## src/rtl/ecam_pkg.sv

```systemverilog
package ecam_pkg;
  // Address bit layout inside the configuration window
  localparam int REG_LSB   = 2;
  localparam int FN_LSB    = 12;
  localparam int FN_W      = 3;
  localparam int DEV_W     = 5;
  localparam int DEV_LSB   = FN_LSB + FN_W;
  localparam int BUS_SHIFT = DEV_LSB + DEV_W;   // one bus per 1 MiB
  localparam int REG_W     = FN_LSB - REG_LSB;
  localparam int LOC_W     = BUS_SHIFT;

  // Region control word bits
  localparam int CTRL_EN_BIT    = 31;
  localparam int CTRL_SHIFT_BIT = 28;

  typedef enum logic [1:0] {
    SEL_BASE  = 2'd0,
    SEL_SIZE  = 2'd1,
    SEL_BUSES = 2'd2,
    SEL_CTRL  = 2'd3
  } prog_sel_e;

  typedef enum logic [1:0] {
    RT_LOCAL = 2'd0,
    RT_CFG0  = 2'd1,
    RT_CFG1  = 2'd2,
    RT_ERR   = 2'd3
  } route_e;
endpackage

```

## src/rtl/ecam_regs.sv

```systemverilog
// Window programming words and the qualification of translation.
module ecam_regs
  import ecam_pkg::*;
#(
  parameter int ADDR_W = 32,
  parameter int BUS_W  = 8
) (
  input  logic                          clk,
  input  logic                          rst_n,
  input  logic                          prog_we,
  input  logic [1:0]                    prog_sel,
  input  logic [ADDR_W-1:0]             prog_wdata,
  output logic [ADDR_W-BUS_W-BUS_SHIFT-1:0] base_hi,
  output logic [BUS_W-1:0]              bus_first,
  output logic [BUS_W-1:0]              bus_last,
  output logic                          mode_on
);
  localparam int WIN_BITS = BUS_W + BUS_SHIFT;
  localparam int ROOM_W   = ADDR_W - BUS_SHIFT;

  prog_sel_e              sel;
  logic                   ld_base, ld_size, ld_bus, ld_ctrl;
  logic [ADDR_W-1:0]      base_q, base_d;
  logic [ROOM_W-1:0]      room_q, room_d;
  logic [BUS_W-1:0]       first_d, last_d;
  logic                   en_q, en_d, shift_q, shift_d;
  logic [BUS_W:0]         span;
  logic                   aligned, order_ok, room_ok;

  // Next-state: write decode with clock enables per word
  always_comb begin
    sel     = prog_sel_e'(prog_sel);
    ld_base = prog_we && (sel == SEL_BASE);
    ld_size = prog_we && (sel == SEL_SIZE);
    ld_bus  = prog_we && (sel == SEL_BUSES);
    ld_ctrl = prog_we && (sel == SEL_CTRL);

    base_d  = ld_base ? prog_wdata : base_q;
    room_d  = ld_size ? prog_wdata[ADDR_W-1:BUS_SHIFT] : room_q;
    first_d = ld_bus  ? prog_wdata[BUS_W-1:0] : bus_first;
    last_d  = ld_bus  ? prog_wdata[2*BUS_W-1:BUS_W] : bus_last;
    en_d    = ld_ctrl ? prog_wdata[CTRL_EN_BIT] : en_q;
    shift_d = ld_ctrl ? prog_wdata[CTRL_SHIFT_BIT] : shift_q;
  end

  // Registers
  always_ff @(posedge clk or negedge rst_n) begin
    if (!rst_n) begin
      base_q    <= '0;
      room_q    <= '0;
      bus_first <= '0;
      bus_last  <= '0;
      en_q      <= 1'b0;
      shift_q   <= 1'b0;
    end else begin
      base_q    <= base_d;
      room_q    <= room_d;
      bus_first <= first_d;
      bus_last  <= last_d;
      en_q      <= en_d;
      shift_q   <= shift_d;
    end
  end

  // Qualification: alignment, bus order, window room, control bits
  always_comb begin
    span     = {1'b0, bus_last} - {1'b0, bus_first} + (BUS_W+1)'(1);
    aligned  = (base_q[WIN_BITS-1:0] == '0);
    order_ok = (bus_last >= bus_first);
    room_ok  = (room_q >= ROOM_W'(span));
    mode_on  = en_q && shift_q && aligned && order_ok && room_ok;
  end

  assign base_hi = base_q[ADDR_W-1:WIN_BITS];
endmodule

```

## src/rtl/ecam_decode.sv

```systemverilog
// Combinational address split and route choice.
module ecam_decode
  import ecam_pkg::*;
#(
  parameter int ADDR_W = 32,
  parameter int BUS_W  = 8
) (
  input  logic [ADDR_W-1:0]                 addr,
  input  logic [ADDR_W-BUS_W-BUS_SHIFT-1:0] base_hi,
  input  logic [BUS_W-1:0]                  bus_first,
  input  logic [BUS_W-1:0]                  bus_last,
  input  logic                              mode_on,
  output route_e                            route,
  output logic [BUS_W-1:0]                  bus,
  output logic [DEV_W-1:0]                  dev,
  output logic [FN_W-1:0]                   fn,
  output logic [REG_W-1:0]                  regn,
  output logic [LOC_W-1:0]                  loc_off
);
  localparam int WIN_BITS = BUS_W + BUS_SHIFT;

  logic           hit, in_rng;
  logic [BUS_W:0] next_bus;

  always_comb begin
    bus      = addr[WIN_BITS-1:BUS_SHIFT];
    dev      = addr[BUS_SHIFT-1:DEV_LSB];
    fn       = addr[DEV_LSB-1:FN_LSB];
    regn     = addr[FN_LSB-1:REG_LSB];
    loc_off  = addr[LOC_W-1:0];

    hit      = (addr[ADDR_W-1:WIN_BITS] == base_hi);
    in_rng   = (bus >= bus_first) && (bus <= bus_last);
    next_bus = {1'b0, bus_first} + (BUS_W+1)'(1);

    if (!(mode_on && hit && in_rng))
      route = RT_ERR;
    else if (bus == bus_first)
      route = RT_LOCAL;
    else if ({1'b0, bus} == next_bus)
      route = RT_CFG0;
    else
      route = RT_CFG1;
  end
endmodule

```

## src/rtl/ecam_req_slot.sv

```systemverilog
// Output registers: one request slot, local strobe and error pulse.
module ecam_req_slot
  import ecam_pkg::*;
#(
  parameter int DATA_W = 32,
  parameter int BUS_W  = 8
) (
  input  logic                clk,
  input  logic                rst_n,
  input  logic                acc,
  input  route_e              route,
  input  logic [BUS_W-1:0]    bus,
  input  logic [DEV_W-1:0]    dev,
  input  logic [FN_W-1:0]     fn,
  input  logic [REG_W-1:0]    regn,
  input  logic [LOC_W-1:0]    off,
  input  logic                we,
  input  logic [DATA_W/8-1:0] be,
  input  logic [DATA_W-1:0]   wdata,
  input  logic                rq_ready,
  output logic                rq_valid,
  output logic                rq_type1,
  output logic [BUS_W-1:0]    rq_bus,
  output logic [DEV_W-1:0]    rq_dev,
  output logic [FN_W-1:0]     rq_fn,
  output logic [REG_W-1:0]    rq_reg,
  output logic                loc_valid,
  output logic [LOC_W-1:0]    loc_off,
  output logic                x_we,
  output logic [DATA_W/8-1:0] x_be,
  output logic [DATA_W-1:0]   x_wdata,
  output logic                err
);
  localparam int BE_W = DATA_W / 8;

  logic              is_cfg, is_loc, ld_x;
  logic              rqv_d, loc_d, err_d;
  logic              type1_d;
  logic [BUS_W-1:0]  bus_d;
  logic [DEV_W-1:0]  dev_d;
  logic [FN_W-1:0]   fn_d;
  logic [REG_W-1:0]  reg_d;
  logic [LOC_W-1:0]  off_d;
  logic              we_d;
  logic [BE_W-1:0]   be_d;
  logic [DATA_W-1:0] wdata_d;

  // Next-state
  always_comb begin
    is_cfg = acc && ((route == RT_CFG0) || (route == RT_CFG1));
    is_loc = acc && (route == RT_LOCAL);
    ld_x   = is_cfg || is_loc;

    if (is_cfg)                  rqv_d = 1'b1;
    else if (rq_valid && rq_ready) rqv_d = 1'b0;
    else                         rqv_d = rq_valid;
    loc_d = is_loc;
    err_d = acc && (route == RT_ERR);

    type1_d = is_cfg ? (route == RT_CFG1) : rq_type1;
    bus_d   = is_cfg ? bus  : rq_bus;
    dev_d   = is_cfg ? dev  : rq_dev;
    fn_d    = is_cfg ? fn   : rq_fn;
    reg_d   = is_cfg ? regn : rq_reg;
    off_d   = is_loc ? off  : loc_off;
    we_d    = ld_x ? we    : x_we;
    be_d    = ld_x ? be    : x_be;
    wdata_d = ld_x ? wdata : x_wdata;
  end

  // Registers
  always_ff @(posedge clk or negedge rst_n) begin
    if (!rst_n) begin
      rq_valid  <= 1'b0;
      loc_valid <= 1'b0;
      err       <= 1'b0;
      rq_type1  <= 1'b0;
      rq_bus    <= '0;
      rq_dev    <= '0;
      rq_fn     <= '0;
      rq_reg    <= '0;
      loc_off   <= '0;
      x_we      <= 1'b0;
      x_be      <= '0;
      x_wdata   <= '0;
    end else begin
      rq_valid  <= rqv_d;
      loc_valid <= loc_d;
      err       <= err_d;
      rq_type1  <= type1_d;
      rq_bus    <= bus_d;
      rq_dev    <= dev_d;
      rq_fn     <= fn_d;
      rq_reg    <= reg_d;
      loc_off   <= off_d;
      x_we      <= we_d;
      x_be      <= be_d;
      x_wdata   <= wdata_d;
    end
  end
endmodule

```

## src/rtl/ecam_xlate.sv

```systemverilog
// Top: enhanced configuration window to configuration request translator.
module ecam_xlate
  import ecam_pkg::*;
#(
  parameter int ADDR_W = 32,
  parameter int DATA_W = 32,
  parameter int BUS_W  = 8
) (
  input  logic                clk,
  input  logic                rst_n,
  input  logic                prog_we,
  input  logic [1:0]          prog_sel,
  input  logic [ADDR_W-1:0]   prog_wdata,
  input  logic                h_valid,
  output logic                h_ready,
  input  logic [ADDR_W-1:0]   h_addr,
  input  logic                h_we,
  input  logic [DATA_W/8-1:0] h_be,
  input  logic [DATA_W-1:0]   h_wdata,
  output logic                h_err,
  output logic [DATA_W-1:0]   h_rdata,
  output logic                loc_valid,
  output logic                loc_we,
  output logic [LOC_W-1:0]    loc_off,
  output logic [DATA_W/8-1:0] loc_be,
  output logic [DATA_W-1:0]   loc_wdata,
  output logic                rq_valid,
  input  logic                rq_ready,
  output logic                rq_type1,
  output logic                rq_we,
  output logic [BUS_W-1:0]    rq_bus,
  output logic [DEV_W-1:0]    rq_dev,
  output logic [FN_W-1:0]     rq_fn,
  output logic [REG_W-1:0]    rq_reg,
  output logic [DATA_W/8-1:0] rq_be,
  output logic [DATA_W-1:0]   rq_wdata
);
  localparam int BE_W   = DATA_W / 8;
  localparam int BASE_W = ADDR_W - BUS_W - BUS_SHIFT;

  logic [BASE_W-1:0] base_hi;
  logic [BUS_W-1:0]  bus_first, bus_last;
  logic              mode_on;
  route_e            route;
  logic [BUS_W-1:0]  d_bus;
  logic [DEV_W-1:0]  d_dev;
  logic [FN_W-1:0]   d_fn;
  logic [REG_W-1:0]  d_reg;
  logic [LOC_W-1:0]  d_off;
  logic              acc;
  logic              x_we;
  logic [BE_W-1:0]   x_be;
  logic [DATA_W-1:0] x_wdata;

  ecam_regs #(.ADDR_W(ADDR_W), .BUS_W(BUS_W)) u_regs (
    .clk        (clk),
    .rst_n      (rst_n),
    .prog_we    (prog_we),
    .prog_sel   (prog_sel),
    .prog_wdata (prog_wdata),
    .base_hi    (base_hi),
    .bus_first  (bus_first),
    .bus_last   (bus_last),
    .mode_on    (mode_on)
  );

  ecam_decode #(.ADDR_W(ADDR_W), .BUS_W(BUS_W)) u_dec (
    .addr      (h_addr),
    .base_hi   (base_hi),
    .bus_first (bus_first),
    .bus_last  (bus_last),
    .mode_on   (mode_on),
    .route     (route),
    .bus       (d_bus),
    .dev       (d_dev),
    .fn        (d_fn),
    .regn      (d_reg),
    .loc_off   (d_off)
  );

  // The single slot blocks the host while a request waits
  assign h_ready = !rq_valid;
  assign acc     = h_valid && h_ready;

  ecam_req_slot #(.DATA_W(DATA_W), .BUS_W(BUS_W)) u_slot (
    .clk       (clk),
    .rst_n     (rst_n),
    .acc       (acc),
    .route     (route),
    .bus       (d_bus),
    .dev       (d_dev),
    .fn        (d_fn),
    .regn      (d_reg),
    .off       (d_off),
    .we        (h_we),
    .be        (h_be),
    .wdata     (h_wdata),
    .rq_ready  (rq_ready),
    .rq_valid  (rq_valid),
    .rq_type1  (rq_type1),
    .rq_bus    (rq_bus),
    .rq_dev    (rq_dev),
    .rq_fn     (rq_fn),
    .rq_reg    (rq_reg),
    .loc_valid (loc_valid),
    .loc_off   (loc_off),
    .x_we      (x_we),
    .x_be      (x_be),
    .x_wdata   (x_wdata),
    .err       (h_err)
  );

  // Write payload registers are shared by both outbound paths
  assign loc_we    = x_we;
  assign loc_be    = x_be;
  assign loc_wdata = x_wdata;
  assign rq_we     = x_we;
  assign rq_be     = x_be;
  assign rq_wdata  = x_wdata;
  assign h_rdata   = {DATA_W{h_err}};
endmodule

```

## config.mk

```make
export PLATFORM = sky130hd
export DESIGN_NAME = ecam_xlate
export DESIGN_NICKNAME = d
export VERILOG_FILES = /design/src/rtl/ecam_pkg.sv /design/src/rtl/ecam_regs.sv /design/src/rtl/ecam_decode.sv /design/src/rtl/ecam_req_slot.sv /design/src/rtl/ecam_xlate.sv
export SDC_FILE = /design/constraint.sdc
export NUM_CORES = 1
export LEC_CHECK = 0
export BUFFER_PORTS_ARGS = -buffer_cell sky130_fd_sc_hd__buf_2
export CAP_MARGIN = 0
export CORE_MARGIN = 2
export CORE_UTILIZATION = 38
export DETAILED_ROUTE_END_ITERATION = 8
export PLACE_DENSITY = 0.7
export SYNTH_ARGS = -nofsm -noshare
export SYNTH_HDL_FRONTEND = slang
export SYNTH_HIERARCHICAL = 1
export SYNTH_SLANG_ARGS = --single-unit
```

## constraint.sdc

```tcl
create_clock -name clk -period 14.8 [get_ports clk]
set_clock_uncertainty 0.2 [all_clocks]
set_input_delay 2.96 -clock clk [delete_from_list [all_inputs] [get_ports clk]]
set_output_delay 2.96 -clock clk [all_outputs]
set_load 0.005 [all_outputs]
```

-- Word-level counts from Yosys, hierarchy flattened
Index checks and enable logic that the tools add are counted.
- memory bits (writable): 0
- latch bits: 0
- output and inout bits: 157
- word-level logic and storage cells: 62
- bits in read-only memories: 0
- input port bits: 108
- register bits after elaboration: 149
- memories kept: 0
- divide/modulo/power cells: 0
- multiply operators: 0
- order comparisons: 4
- shift-type cells: 0
- add/subtract/negate cells: 3
- multiplexer cells: 5
- reduce and logical (&&, ||, !) cells: 23
- equal/unequal tests: 9
- bitwise gates (word level): 0
- operators by type and width (operator ; count):
    logical NOT 28 bit ; 1
    greater-or-equal comparator 8 bit ; 2
    logical AND 1 bit ; 16
    greater-or-equal comparator 12 x 9 -> 1 bit ; 1
    adder 8 x 1 -> 9 bit (second input constant) ; 1
    adder 9 x 1 -> 9 bit (second input constant) ; 1
    == test 8 x 9 -> 1 bit ; 1
    subtractor 8 x 8 -> 9 bit ; 1
    == test 2 bit (second input constant) ; 4
    == test 8 bit ; 1
    <= comparator 8 bit ; 1
    two-way mux 2 bit ; 3
    == test 2 x 1 -> 1 bit (second input constant) ; 2
    == test 4 bit ; 1
    logical NOT 2 bit ; 2
    logical OR 1 bit ; 2
    two-way mux 1 bit ; 2
    nonzero test 2 bit ; 1
    logical NOT 1 bit ; 1

-- Longest topological paths before layout
Gate-level depths: netlist (run 1).
- depth in word-level cells: 11
- gate-level depth with buffers: 23

-- Hierarchy
Netlist (run 1), hierarchy kept.
- by module, submodules not included (module ; seq. area each (sq um) ; cells each ; area each (sq um) ; times used):
    ecam_req_slot ; 2177.1 ; 190 ; 3285.7 ; 1
    ecam_regs ; 1551.5 ; 253 ; 3219.3 ; 1
    ecam_decode ; 0.0 ; 142 ; 1046.0 ; 1
    ecam_xlate ; 0.0 ; 71 ; 528.0 ; 1

-- Least setup slack after synthesis (run 1)
No wires, ideal clock.
- path type: input -> register
- from: input h_addr[25]
- to: register u_slot.x_wdata[10]
- data arrival time: 5420 ps
- slack: 9056 ps
- required time: 14475 ps
- stages on the path: 12
- path through: ha_1 a21o_1 a21o_1 a21oi_1 o21ai_0 a2111oi_2 o21ai_1 inv_1 ha_1 o21ai_4 buf_6 mux2_2
- cells in the longest elaborated chain, start to end: 8
- elaborated cells between the ends (all ways): 16
- classes of those cells: order compare: 2; eq/ne: 4; mux: 3; reduce/logical: 7
- RTL lines (what ; RTL line ; RTL):
    start: declaration ; ecam_xlate.sv:16 ; input logic [ADDR_W-1:0] h_addr,
    greater-or-equal comparator 8 bit, or another cell as far along ; ecam_decode.sv:33 ; in_rng = (bus >= bus_first) && (bus <= bus_last);
    logical AND 1 bit or two-way mux 2 bit (tied branches) ; ecam_decode.sv:33, ecam_decode.sv:40 ;
    logical AND 1 bit or two-way mux 2 bit (tied branches) ; ecam_decode.sv:36, ecam_decode.sv:38 ;
    two-way mux 2 bit (*) ; ecam_decode.sv:36 ; if (!(mode_on && hit && in_rng))
    net route[1] ; ecam_xlate.sv:44 ; route_e route;
    == test 2 x 1 -> 1 bit or == test 2 bit (tied branches) ; ecam_req_slot.sv:50 ; is_cfg = acc && ((route == RT_CFG0) || (route == RT_CFG1));
    logical OR 1 bit ; ecam_req_slot.sv:50 ;
    logical AND 1 bit ; ecam_req_slot.sv:50 ;
    logical OR 1 bit (*) ; ecam_req_slot.sv:52 ; ld_x = is_cfg || is_loc;
    end signal: assignment ; ecam_req_slot.sv:98 ; x_wdata <= wdata_d;
    end: declaration ; ecam_req_slot.sv:31 ; output logic [DATA_W-1:0] x_wdata,
Mark *: on every way through the listed nets, which the timed path passes. The rest lies on a longest branch.
A chain may end at the register's enable or synchronous reset.

-- Final worst setup path (run 1)
- from: input h_addr[25]
- to: register u_slot.x_be[2]
- cells in the longest elaborated chain, start to end: 8
- elaborated cells between the ends (all ways): 16
- classes of those cells: order compare: 2; eq/ne: 4; mux: 3; reduce/logical: 7
- RTL lines (what ; RTL line ; RTL):
    greater-or-equal comparator 8 bit, or another cell as far along ; ecam_decode.sv:33 ;
    logical AND 1 bit or two-way mux 2 bit (tied branches) ; ecam_decode.sv:33, ecam_decode.sv:40 ;
    logical AND 1 bit or two-way mux 2 bit (tied branches) ; ecam_decode.sv:36, ecam_decode.sv:38 ;
    two-way mux 2 bit (*) ; ecam_decode.sv:36 ;
    net route[1] ; ecam_xlate.sv:44 ;
    == test 2 x 1 -> 1 bit or == test 2 bit (tied branches) ; ecam_req_slot.sv:50 ;
    logical OR 1 bit ; ecam_req_slot.sv:50 ;
    logical AND 1 bit ; ecam_req_slot.sv:50 ;
    logical OR 1 bit (*) ; ecam_req_slot.sv:52 ;
    end signal: assignment ; ecam_req_slot.sv:84 ; x_be <= '0;
    end signal: assignment ; ecam_req_slot.sv:97 ; x_be <= be_d;
    end: declaration ; ecam_req_slot.sv:30 ; output logic [DATA_W/8-1:0] x_be,
Marked as above.

==> reports/metrics.yaml, run 1 <==
die:
  ios: 265
  die_h_um: 150
  die_x_um: 150
  start_util: 0.386
  die-area_um2: 22400
  rows: 53
  core_area_um2: 21000
clock_network:
  post-cts-setup-buffers: 0
  clock-sinks: 149
  clockBufferDepth: 2
  clk_latency_ps: 410
  cts_max_level: 4
  clock-root-buffer: "clkbuf_16"
  cts_resized: 0
  tritoncts: "yes"
  ctsHoldBuffers: 0
  clkTransAtPathRegs_ps: 60
  cts_buffers: 17
hold_path:
  worstHoldPathCells: 1
  min_to: "u_slot/loc_off[16]$_DFFE_PN0P_"
  hp-class: "flip-flop to flip-flop"
  min-delay-start: "u_slot/loc_off[16]$_DFFE_PN0P_"
global_routing:
  track_usage: 0.150
  grt_first_pass_wirelength_um: 25800
  antenna_found_initial: 0
  grt_max_degree: 91
  grt_pass1_vias: 5012
  grt_overflow: 0
sta:
  slew_headroom: 0.243
  maxSlewViolCount: 0
  finalCriticalPeriod_ps: 6140
  worst_pin_slew_ps: 1130
  post-route-period-util: 0.415
  max_freq_ghz: 0.163
  hold_viol_final: 0
  tns_ps: 0
  setup_viol: 0
  rsz0062_at_grt: "false"
logic_synthesis:
  synthSimpleGateAreaFrac: 0.0531
  synth_seq_cells: 149
  synthFlopType: "dfrtp_1"
  netlist-cell-type-count: 47
  synth_edf_count: 0
  synth_fa_ha_area_frac: 0.0812
  synth_area_leader_cell: "dfrtp_1"
  synth_compound_area_frac: 0.0335
  syn_nets: 814
  syn_inst: 656
  synthMuxAreaShare: 0.204
  ys_warn_count: 6
  syn_area_um2: 8080
  syn_area_per_cell_um2: 12.3
  synth_top_family_by_area: "multiplexers"
  yosysTopAreaCellShare: 0.462
  ys_top_cells_by_area: "dfrtp_1 (46%), mux2_2 (20%), buf_4 (11%), ha_1 (7.1%), inv_1 (2.2%)"
  synthXorXnorAreaFrac: 0.0195
  async_reset_ff_frac: 1.00
  ys_seq_area_frac: 0.462
route:
  postRouteAntennaNets: 0
  via_count: 5109
  routedWlPerCell_um: 15.4
  wl_um: 16900
  firstDrtPassIters: 4
  drt-initial-drc-count: 125
  via_per_inst: 4.66
  post-route-drc-count: 0
critical_path:
  reg2reg_setup_slack_ps: 8850
  crit_buf_inv: 2
  worstPathArrival_ps: 6230
  critical_path_class: "input port to flip-flop"
  slowest_delay_ps: 900
  crit_fanout: 37
  path_delay_family: "compound AO/OA/AOI/OAI gates"
  cpMaxStageDelayCell: "o21ai_4"
  r2r-start: "u_regs/bus_first[1]$_DFFE_PN0P_"
  start_kind: "input port"
  end_kind: "flip-flop"
  cp.required_ps: 14890
  crit_chain: "buf_2 -> ha_1 -> a21o_1 -> a21o_1 -> a21oi_1 -> o21ai_0 -> a2111oi_2 -> o21ai_1 -> inv_1 -> ha_1 -> o21ai_4 -> mux2_2"
  r2r_end: "u_slot/x_be[2]$_DFFE_PN0P_"
  r2r_cells: 21
status:
  status: "complete, no violations"
pwr:
  ir_drop_mv: 0.0687
  powerDensity_nw_per_um2: 122
  leakage_uw: 0.00514
placed_design:
  gp_congestion: 0.798
  dpl-instance-area_um2: 8750
  dp_hpwl_um: 13100
  io_buffers: 264
final_layout:
  syn_to_final_growth_pct: 15.8
  layout_common_cells: "buf_2 (263), dfrtp_1 (149), mux2_2 (142)"
  drive_gt1_frac: 0.547
  fillerInstances: 2006
  fin_area_um2: 9350
  top_regs: "u_regs/base_q: 32 flops, u_slot/x_wdata: 32 flops, u_slot/loc_off: 20 flops"
  n_antenna_cell: 0
  final_common_cell: "buf_2"
  nNetsFinal: 968
flow_run:
  cap_violations: 0
-- metrics by stage --
step	setup WS [ps]	hold WS (ps)	cells	total power, uW	utilization
4_1_cts	8620	301	1097	1170	0.446
6_report	8660	297	1097	1140	0.446
2_1_floorplan	9060	258	656	653	-
5_1_grt	8360	307	1097	1220	0.446
3_5_place_dp	8150	287	1066	710	0.417
3_3_place_gp	8200	273	1066	701	0.417
-- kinds of logic (layout without fill, tap and decap cells) --
family / after synthesis / after routing
AO/OA/AOI/OAI: 41 / 41
XOR/XNOR: 18 / 18
adder cells (fa/ha/maj): 50 / 50
buffers and inverters: 178 / 344
flip-flops: 149 / 149
multiplexers: 146 / 146
AND/OR/NAND/NOR: 74 / 74
-- final cells by class --
cell class                 instances  area (um2)  area share
clock buffer                      19         453      0.0484
timing repair buffer             266        1340       0.144
multi-input combinational        329        3160       0.338
clock inverter                    12         151      0.0162
sequential                       149        3730       0.399
inverter                          47         176      0.0189
tap                              275         344      0.0368
-- cells in the mapped netlist (4+ instances only) --
master	number
dfrtp_1	149
a21o_1	5
nand4_1	7
nor4_1	10
nand2_1	11
xnor2_1	9
fa_1	4
nand2b_1	6
nand3_1	4
buf_6	6
mux2_2	142
nor2b_1	4
o21ai_0	10
xor2_1	9
mux2_1	4
buf_4	119
nor2_1	14
a21oi_1	11
inv_1	47
ha_1	46
-- how the worst max path moves through the flow --
| stage | startpoint | depth (start not counted) | slack, ps | endpoint |
|---|---|---|---|---|
| floorplan | h_addr[25] | 12 | 9060 | u_slot/x_wdata[10]$_DFFE_PN0P_ |
| detailed placement | h_addr[25] | 12 | 8150 | u_slot/x_be[2]$_DFFE_PN0P_ |
| global placement | h_addr[25] | 12 | 8200 | u_slot/x_be[3]$_DFFE_PN0P_ |
| global route | u_regs/bus_first[1]$_DFFE_PN0P_ | 21 | 8360 | u_slot/x_be[2]$_DFFE_PN0P_ |
| CTS | h_addr[25] | 12 | 8620 | u_slot/x_be[2]$_DFFE_PN0P_ |
| finish | h_addr[25] | 12 | 8660 | u_slot/x_be[2]$_DFFE_PN0P_ |
-- per-layer routing --
layer / GRT usage / vias up / wire, um
li1: - / 2441 / -
met1: 0.182 / 2485 / 7120
met2: 0.261 / 167 / 8550
met3: 0.0338 / 16 / 952
met4: 0.0547 / 0 / 278
met5: 0 / - / 0
-- power by group --
part           switching (uW)  leakage [uW]  internal [uW]
logic                     116       0.00290            115
registers                29.0       0.00195            440
clock network             171      0.000295            273
(Power assumes the default switching activity.)
==> run 2: changes to the inputs <==
- ABC_AREA: default -> 1
- PLACE_DENSITY: 0.7 -> 0.72
- clock period: 14.8 -> 5.3 ns (I/O delays scaled with it)
==> run 2 against run 1 <==
Net effect:
- non-clock buffer count grew 7
- via count grew 36%
- largest cell class unchanged
- register-to-register slack lost 8200 ps
- wire length grew 23%
- critical endpoint is now u_slot/loc_off[16]$_DFFE_PN0P_
- highest routed layer unchanged
- sequential power grew to 2.8 times the previous value
==> reports/metrics.yaml, run 2 <==
die:
  die-area_um2: 23500
  start_util: 0.387
  die_x_um: 153
  die_h_um: 153
  ios: 265
  core_area_um2: 21800
  rows: 54
final_layout:
  syn_to_final_growth_pct: 15.0
  top_regs: "u_regs/base_q: 32 flops, u_slot/x_wdata: 32 flops, u_slot/loc_off: 20 flops"
  final_util: 0.446
  nNetsFinal: 1345
  drive_gt1_frac: 0.268
  stdcell_count: 1480
  final_common_cell: "nand2_1"
  fillerInstances: 2218
  layout_common_cells: "nand2_1 (346), buf_2 (263), dfrtp_1 (149)"
  n_antenna_cell: 0
critical_path:
  worstPathArrival_ps: 4820
  crit_buf_inv: 7
  slowest_delay_ps: 560
  critical_path_class: "flip-flop to flip-flop"
  path_delay_family: "simple AND/OR/NAND/NOR gates"
  start_kind: "flip-flop"
  crit_start: "u_regs/bus_first[6]$_DFFE_PN0P_"
  end_kind: "flip-flop"
  crit_top_cell: "nand2_1"
  crit_fanout: 19
  cpMaxStageDelayCell: "fa_1"
  cp.required_ps: 5460
  r2r-start: "u_regs/bus_first[6]$_DFFE_PN0P_"
hold_path:
  min-delay-start: "u_slot/rq_reg[5]$_DFFE_PN0P_"
  hp-class: "flip-flop to flip-flop"
sta:
  hold_ws_ps: 266
  tns_ps: 0
  worst_pin_slew_ps: 1000
  post-route-period-util: 0.879
  hold_viol_final: 0
  rsz0062_at_grt: "false"
  slew_headroom: 0.330
  maxSlewViolCount: 0
  finalCriticalPeriod_ps: 4660
  max_freq_ghz: 0.215
  setup_viol: 0
pwr:
  ir_drop_mv: 0.289
  powerDensity_nw_per_um2: 323
  p_total_uw: 3140
  leakage_uw: 0.00588
logic_synthesis:
  ys_top_cells_by_area: "dfrtp_1 (44%), nand2_1 (15%), buf_4 (11%), ha_1 (6.8%), nand3_1 (5.2%)"
  syn_area_per_cell_um2: 8.05
  ys_warn_count: 6
  netlist-cell-type-count: 32
  syn_area_um2: 8450
  synth_seq_cells: 149
  netlist_top_cells_count: "nand2_1 (347), dfrtp_1 (149), buf_4 (124)"
  ys_seq_area_frac: 0.441
  yosysMostFrequentCell: "nand2_1"
  synth_edf_count: 0
  syn_nets: 1208
  async_reset_ff_frac: 1.00
  yosysTopAreaCellShare: 0.441
  synthFlopType: "dfrtp_1"
  syn_inst: 1050
  synth_area_leader_cell: "dfrtp_1"
route:
  postRouteAntennaNets: 0
  routedWlPerCell_um: 14.0
  wl_um: 20700
  drt-initial-drc-count: 346
  via_per_inst: 4.69
  post-route-drc-count: 0
  via_count: 6946
  firstDrtPassIters: 5
clock_network:
  post-cts-setup-buffers: 0
  clock-root-buffer: "clkbuf_16"
  cts_buffers: 17
  clock-sinks: 149
  clockBufferDepth: 2
  clk_latency_ps: 420
  cts_max_level: 4
  clkTransAtPathRegs_ps: 70
  tritoncts: "yes"
global_routing:
  antenna_found_initial: 0
  track_usage: 0.176
  grt_overflow: 0
  grt_first_pass_wirelength_um: 32800
  grt_pass1_vias: 6444
  grt_max_degree: 76
flow_run:
  cap_violations: 0
placed_design:
  gp_congestion: 0.852
  dp_hpwl_um: 15500
  dp.cells: 1448
  io_buffers: 264
status:
  status: "complete, no violations"
[run 2: cell count changes in the layout (fill, tap and decap cells not counted), moves of 5 or more]
cell,change
inv_1,+58
nand2b_1,-6
nand3_1,+83
mux2_2,-142
xnor2_1,-8
o21ai_0,+50
nand2_1,+335
nor4_1,-10
inv_6,+6
xor2_1,-5
nor2_1,+29
[run 2: final timing paths]
check,slack (ps),depth (start not counted),to
max,640,31,u_slot/loc_off[16]$_DFFE_PN0P_
min,270,2,u_slot/rq_reg[5]$_DFFE_PN0P_
max reg2reg,640,31,u_slot/loc_off[16]$_DFFE_PN0P_
min reg2reg,270,2,u_slot/rq_reg[5]$_DFFE_PN0P_
max in group asynchronous,3420,2,u_regs/base_q[25]$_DFFE_PN0P_
min in group asynchronous,460,1,u_regs/base_q[6]$_DFFE_PN0P_
[run 2: cell type report]
| type | count | area, um2 | area share |
|---|---|---|---|
| inverters | 107 | 402 | 0.0413 |
| flip-flops and latches | 149 | 3730 | 0.383 |
| repair buffers | 273 | 1410 | 0.145 |
| well taps | 280 | 350 | 0.0360 |
| clock buffers | 17 | 425 | 0.0437 |
| multi-input cells | 639 | 3230 | 0.332 |
| clock inverters | 15 | 180 | 0.0185 |
[run 2: repair_timing]
action | in CTS | in global routing
gates resized for setup | 0 | 3
setup endpoints to repair | 0 | 17
hold buffers | 0 | 0
[run 2: metal layers]
metal	global-route usage	vias to the layer above	part of all wire
met1	0.215	3231	0.42
li1	-	3438	-
met5	0	-	0
met4	0.0723	0	0.028
met2	0.302	243	0.49
met3	0.0371	34	0.061
[run 2: cell families after synthesis]
| logic type | Yosys count | share of synthesized area |
|---|---|---|
| and+or+nand+nor | 499 | 0.241 |
| buffers and inverters | 262 | 0.177 |
| DFF | 149 | 0.441 |
| AOI/OAI and AO/OA | 81 | 0.0509 |
| adders and majority gates | 50 | 0.0776 |
| xor gates and xnor gates | 5 | 0.00518 |
| muxes | 4 | 0.00711 |
[run 2: metrics by stage]
stage	cell area (um2)	setup WS [ps]
3_3_place_gp	9110	620
4_1_cts	9710	517
3_5_place_dp	9110	531
2_1_floorplan	8450	1150
5_1_grt	9720	34.5
6_report	9720	643
[run 2: worst register-to-register path, delay by kind of cell (launching register included)]
| family | cells | cell delay [ps] |
|---|---|---|
| flip-flops | 1 | 460 |
| buffers and inverters | 7 | 830 |
| adder cells (fa/ha/maj) | 4 | 1160 |
| AO/OA/AOI/OAI | 3 | 420 |
| AND/OR/NAND/NOR | 17 | 1540 |
[run 2: where the power goes]
part           leakage [uW]  internal, uW  switching, uW
combinational       0.00359           262            367
sequential          0.00199          1210           73.5
clock              0.000297           677            549
total               0.00588          2150            989
